===== src/rtl/hzd_pkg.sv =====
package hzd_pkg;
    localparam int REG_W   = 5;
    localparam int NUM_SRC = 2;

    typedef enum logic [1:0] {
        SEL_RF  = 2'b00,
        SEL_WB  = 2'b01,
        SEL_MEM = 2'b10
    } fwd_sel_e;

    typedef struct packed {
        logic [REG_W-1:0] dst;
        logic             wr;
    } stage_wr_t;
endpackage


===== src/rtl/fwd_operand_sel.sv =====
module fwd_operand_sel
    import hzd_pkg::*;
#(
    parameter int W = REG_W
) (
    input  logic [W-1:0] src,
    input  logic [W-1:0] mem_dst,
    input  logic         mem_wr,
    input  logic [W-1:0] wb_dst,
    input  logic         wb_wr,
    output fwd_sel_e     sel
);
    logic mem_hit_d;
    logic wb_hit_d;

    always_comb begin
        mem_hit_d = mem_wr && (mem_dst != '0) && (mem_dst == src);
        wb_hit_d  = wb_wr  && (wb_dst  != '0) && (wb_dst  == src);
        if (mem_hit_d)
            sel = SEL_MEM;
        else if (wb_hit_d)
            sel = SEL_WB;
        else
            sel = SEL_RF;
    end

    // Assertions relate the select to the raw stage inputs.
    always_comb begin
        assert_sel_code_R1: assert (sel != fwd_sel_e'(2'b11));
        if (sel == SEL_MEM) begin
            assert_mem_qualified_R2: assert (mem_wr && mem_dst != '0 && mem_dst == src);
        end
        if (sel == SEL_WB) begin
            assert_wb_qualified_R4: assert (wb_wr && wb_dst != '0 && wb_dst == src);
            assert_mem_priority_R5: assert (!(mem_wr && mem_dst != '0 && mem_dst == src));
        end
        if (src == '0) begin
            assert_zero_never_fwd_R6: assert (sel == SEL_RF);
        end
    end
endmodule


===== src/rtl/load_use_detect.sv =====
module load_use_detect
    import hzd_pkg::*;
#(
    parameter int W = REG_W
) (
    input  logic         ex_is_load,
    input  logic [W-1:0] ex_load_dst,
    input  logic [W-1:0] dec_src_a,
    input  logic [W-1:0] dec_src_b,
    output logic         stall
);
    logic dep_d;

    always_comb begin
        dep_d = (ex_load_dst == dec_src_a) || (ex_load_dst == dec_src_b);
        stall = ex_is_load && (ex_load_dst != '0) && dep_d;
    end

    always_comb begin
        if (!ex_is_load) begin
            assert_no_load_no_stall_R9: assert (!stall);
        end
        if (ex_load_dst == '0) begin
            assert_zero_dst_no_stall_R10: assert (!stall);
        end
    end
endmodule


===== src/rtl/pipe_hazard_ctrl.sv =====
module pipe_hazard_ctrl
    import hzd_pkg::*;
#(
    parameter int W = REG_W
) (
    input  logic [W-1:0] ex_src_a,
    input  logic [W-1:0] ex_src_b,
    input  logic         ex_is_load,
    input  logic [W-1:0] mem_dst,
    input  logic         mem_wr,
    input  logic [W-1:0] wb_dst,
    input  logic         wb_wr,
    input  logic [W-1:0] dec_src_a,
    input  logic [W-1:0] dec_src_b,
    output logic [1:0]   fwd_a_sel,
    output logic [1:0]   fwd_b_sel,
    output logic         pc_wr_en,
    output logic         if_id_wr_en,
    output logic         ex_bubble
);
    localparam int NSRC = NUM_SRC;

    logic [NSRC-1:0][W-1:0] src_vec;
    fwd_sel_e               sel_vec [NSRC];
    logic                   stall_d;

    assign src_vec[0] = ex_src_a;
    assign src_vec[1] = ex_src_b;

    for (genvar g = 0; g < NSRC; g++) begin : g_operand
        fwd_operand_sel #(.W(W)) u_sel (
            .src     (src_vec[g]),
            .mem_dst (mem_dst),
            .mem_wr  (mem_wr),
            .wb_dst  (wb_dst),
            .wb_wr   (wb_wr),
            .sel     (sel_vec[g])
        );
    end

    load_use_detect #(.W(W)) u_lu (
        .ex_is_load  (ex_is_load),
        .ex_load_dst (ex_src_b),
        .dec_src_a   (dec_src_a),
        .dec_src_b   (dec_src_b),
        .stall       (stall_d)
    );

    always_comb begin
        fwd_a_sel   = sel_vec[0];
        fwd_b_sel   = sel_vec[1];
        pc_wr_en    = !stall_d;
        if_id_wr_en = !stall_d;
        ex_bubble   = stall_d;
    end

    always_comb begin
        assert_hold_lockstep_R8: assert (pc_wr_en == if_id_wr_en);
        assert_bubble_vs_hold_R8: assert (ex_bubble != pc_wr_en);
        if (!mem_wr && !wb_wr) begin
            assert_no_writer_no_fwd_R7: assert (fwd_a_sel == 2'b00 && fwd_b_sel == 2'b00);
        end
    end
endmodule


===== config.mk =====
export PLATFORM = sky130hd
export DESIGN_NAME = pipe_hazard_ctrl
export DESIGN_NICKNAME = d
export VERILOG_FILES = /design/src/rtl/hzd_pkg.sv /design/src/rtl/fwd_operand_sel.sv /design/src/rtl/load_use_detect.sv /design/src/rtl/pipe_hazard_ctrl.sv
export SDC_FILE = /design/constraint.sdc
export NUM_CORES = 1
export LEC_CHECK = 0
export BUFFER_PORTS_ARGS = -buffer_cell sky130_fd_sc_hd__buf_2
export CAP_MARGIN = 20
export CORE_AREA = 2 2 39 41
export DETAILED_ROUTE_END_ITERATION = 10
export DIE_AREA = 0 0 41 43
export PLACE_DENSITY = 0.83
export REMOVE_ABC_BUFFERS = 1
export SLEW_MARGIN = 20
export SYNTH_ARGS = -nofsm -noshare
export SYNTH_HDL_FRONTEND = slang
export SYNTH_HIERARCHICAL = 1
export SYNTH_SLANG_ARGS = --single-unit

===== constraint.sdc =====
create_clock -name vclk -period 0.9
set_input_delay 0 -clock vclk [all_inputs]
set_output_delay 0 -clock vclk [all_outputs]
set_load 0.005 [all_outputs]

Word level (Yosys, flattened, before mapping)

Index checks and enable logic that the tools add are counted.

Order comparisons: 0
Bitwise gates (word level): 0
Add/sub/neg operators: 0
Reduce and logical (&&, ||, !) cells: 13
Mux-type cells: 4
Shift-type cells: 0
Div/mod/pow operators: 0
Multiply operators: 0
Eq/ne operators: 6

Operators with widths:

| cell              | count |
|---|---|
| $eq 5x5->1        | 6 |
| $reduce_bool 5->1 | 3 |
| $logic_and 1x1->1 | 8 |
| $mux 2            | 2 |
| $mux 1            | 2 |
| $logic_not 1->1   | 1 |
| $logic_or 1x1->1  | 1 |

Latch bits: 0
Register bits after elaboration: 0
Bits in writable memories: 0
Bits in read-only memories: 0
Memories kept: 0
Output and inout port bits: 7
Bits of input ports: 33
Logic and storage cells: 23

Longest topological paths before layout

Depth in word-level cells: 5
Mapped depth: 6
Mapped depth without buffers: 5

Cells and area by module

Netlist, hierarchy kept.

By module, submodules not included:

| module           | area an instance (µm²) | cells each | times used | sequential area each (µm²) |
|---|---|---|---|---|
| fwd_operand_sel  | 158.9                  | 21         | 2          | 0.0 |
| load_use_detect  | 125.1                  | 17         | 1          | 0.0 |
| pipe_hazard_ctrl | 11.3                   | 2          | 1          | 0.0 |

Least setup slack after synthesis

Ideal clock, no wire load.

Path type: input-to-output
From: in ex_src_b[0]
To: out pc_wr_en
Slack: 0.019 ns
Cell stages on the path: 5
Data required time: 0.900 ns
Path buffers: 1
Arrival time: 0.881 ns
Cells stage by stage: or4_1 o21ai_1 a21oi_1 inv_1 buf_4

Cells in the longest elaborated chain, start to end: 4

RTL lines:

| what                                                  | RTL line                                     | RTL |
|---|---|---|
| from (decl)                                           | pipe_hazard_ctrl.sv:7                        | `input logic [W-1:0] ex_src_b,` |
| $eq 5x5->1 or $reduce_bool 5->1 (tied branches)       | load_use_detect.sv:15, load_use_detect.sv:16 |  |
| $logic_or 1x1->1 or $logic_and 1x1->1 (tied branches) | load_use_detect.sv:15, load_use_detect.sv:16 |  |
| $logic_and 1x1->1 (*)                                 | load_use_detect.sv:16                        | `stall = ex_is_load && (ex_load_dst != '0) && dep_d;` |
| via ex_bubble                                         | pipe_hazard_ctrl.sv:19                       | `output logic ex_bubble` |
| $logic_not 1->1 (*)                                   | -                                            |  |
| to (decl)                                             | pipe_hazard_ctrl.sv:17                       | `output logic pc_wr_en,` |

Mark *: on every way through the listed nets, which the timed path passes. The rest lies on a longest branch.

Worst setup path after layout

From: in ex_src_b[2]
To: out pc_wr_en

Cells in the longest elaborated chain, start to end: 4

RTL lines:

| what                                                  | RTL line                                     | RTL |
|---|---|---|
| $eq 5x5->1 or $reduce_bool 5->1 (tied branches)       | load_use_detect.sv:15, load_use_detect.sv:16 |  |
| $logic_or 1x1->1 or $logic_and 1x1->1 (tied branches) | load_use_detect.sv:15, load_use_detect.sv:16 |  |
| $logic_and 1x1->1 (*)                                 | load_use_detect.sv:16                        |  |
| $logic_not 1->1 (*)                                   | pipe_hazard_ctrl.sv:52                       | `pc_wr_en = !stall_d;` |

Mark *: on every way between the ends. The rest lies on a longest branch, timed or not.

==> key figures <==
Run status
  – Outcome: complete, but fails checks
  – Failing checks: negative setup slack

Placed design
  – Final GP Congestion: 0.769
  – I/O Buffers: 40
  – Placed Cells: 121
  – DP Wirelength: 1230 µm
  – Placed instance area: 704 µm²

Power
  – VDD IR max: 0.195 mV
  – Pwr Total: 433 µW
  – Comb power frac: 100.0%
  – Reg power frac: 0%
  – Switching Power: 192 µW
  – Clock share of power: 0%
  – Int Pwr: 241 µW
  – Pwr dens: 457 nW/µm²
  – Net Sw Frac: 44.3%
  – Leak pwr: 0.000418 µW

Global routing
  – Vias in the first global route: 626
  – Initial antenna violation count: 0
  – First-pass GRT wire length: 2440 µm
  – All-Layer GR Usage: 18.9%
  – Total congestion overflow: 0
  – Largest net degree at the start of global routing: 7

Route
  – DR vias: 648
  – Final wirelength: 1790 µm
  – Pre-antenna DRT Iters: 4
  – Drt via density: 5.18
  – WL/cell: 14.3 µm
  – 1st-iter DRT viols: 3
  – Post-route ant nets: 0
  – Number of remaining DRC errors: 0

Run
  – Max Cap Viol: 0

Timing
  – Slew Viols, Final: 0
  – Fmax achieved: 969 MHz
  – Final setup TNS: -0.407 ns
  – Final Hold Viols: 0
  – RSZ-0062 raised after global routing: true
  – Fin crit period: 1.03 ns
  – Final Cycle Share: 115%
  – Final worst setup slack: -0.132 ns
  – Worst slew pin tran: 0.270 ns
  – Slew HR: 82.0%
  – Setup violators final: 5
  – Min Hold Slack: 0.317 ns

Worst setup path
  – CP endpoint kind: output port
  – WP data required: 0.90 ns
  – WP data arrival: 1.03 ns
  – Max Fanout on Critical Path: 5
  – Startpoint types: input pin
  – Crit path kind: input pin to output port

Min path
  – Hold/Removal Path Class: input pin to output port
  – Cell count of the worst hold path: 4
  – Worst hold start: ex_is_load
  – Hold endpoint: ex_bubble

Floorplanning
  – Die Span Y: 43 µm
  – # rows: 14
  – Initial Util: 32.8%
  – Die width: 41 µm
  – IO Pins: 40
  – Core ar.: 1380 µm²
  – Full die area: 1760 µm²

Cells and area
  – Layout cells sized above 1: 64.2%
  – Final std cells w/o fill: 125
  – Layout area overhead: 109%
  – Final Cell Area: 947 µm²
  – Antenna diodes: 0
  – Seq cells: 0
  – Fill count: 118
  – Clock buffer count in the final layout: 0
  – # nets final: 144
  – Register Area: 0 µm²

Clock network
  – Hold-fix buffers at CTS: 0

Yosys
  – Number of distinct library cells after synthesis: 15
  – Most common cell in the synthesized netlist: xnor2_1
  – Top-area cell type share of the netlist area: 27.0%
  – Mapped cell area: 454 µm²
  – Area contributors post-synth: xnor2_1, xor2_1, o41ai_2, nand3_1, nor3_1
  – Mean area per synthesized cell: 7.45 µm²
  – Synth Warn #: 6
  – Cells after Synth: 61
  – Synth top cells by count: xnor2_1, xor2_1, nand3_1, nor3_1, nand2_1
  – Area leader, netlist: xnor2_1
  – Register area share after synthesis: 0%
[placed cells by master, fill, tap and decap left out, types with 3 or more instances in the layout]
cell type and n:
buf_2 26, buf_4 11, buf_6 10, buf_8 3
nand2_1 4, nand3_1 6, nor3_1 5, nor3_2 3
xnor2_1 8, xnor2_2 6, xor2_1 12
[layout make-up]
type | count | area, µm² | share of cell area [%]
tap | 16 | 20.0 | 2.11
timing repair buffer | 51 | 390 | 41.2
inverter | 1 | 3.75 | 0.396
multi-input combinational | 57 | 533 | 56.3
[per-stage QoR]
stage / util, % / setup slack [ns]
5_1_grt: 68.4 / -0.175
3_5_place_dp: 50.9 / -0.104
2_1_floorplan: - / 0.112
3_3_place_gp: 50.9 / -0.0828
4_1_cts: 62.4 / -0.0723
6_report: 68.4 / -0.132
[how the worst max path moves through the flow]
stage	startpoint	to	slack (ns)	cells after the start
after floorplan	ex_src_b[0]	if_id_wr_en	0.11	4
after global placement	ex_src_b[0]	pc_wr_en	-0.08	6
after detailed placement	ex_src_b[0]	pc_wr_en	-0.10	6
after CTS	ex_src_b[2]	pc_wr_en	-0.07	6
after global routing	ex_src_b[2]	pc_wr_en	-0.18	6
final	ex_src_b[2]	pc_wr_en	-0.13	6
[critical path, cell delays in order]
cell	delay, ns
buf_8	0.11
or4_4	0.53
o21ai_2	0.14
a21oi_2	0.05
inv_1	0.08
buf_2	0.12
[logic make-up after synthesis]
family,count (synthesis),synth area share [%]
AND/OR/NAND/NOR,23,27.0
AO/OA/AOI/OAI,8,17.1
buffers and inverters,4,5.78
XOR/XNOR,26,50.1
[routing by layer]
metal	track usage (%)	vias to the layer above	wire [µm]
met5	0	-	0
met1	19.7	299	610
li1	-	313	-
met3	1.57	4	172
met2	38.1	32	978
met4	1.33	0	24
[repair_timing]
| item | in CTS | in global routing |
|---|---|---|
| buffers inserted | 3 | 1 |
| resized for setup | 29 | 20 |
| pin swaps | 16 | 11 |
| setup endpoints to repair | 7 | 7 |
| hold endpoints to repair | 0 | 0 |
[power groups by stage]
stage                     Combinational (µW)  Clock [µW]  Sequential (µW)
final                                    433           0                0
after global routing                     464           0                0
after CTS                                388           0                0
after detailed placement                 309           0                0
after global placement                   297           0                0
after floorplan                          137           0                0
Power figures use the tool's default switching activity.
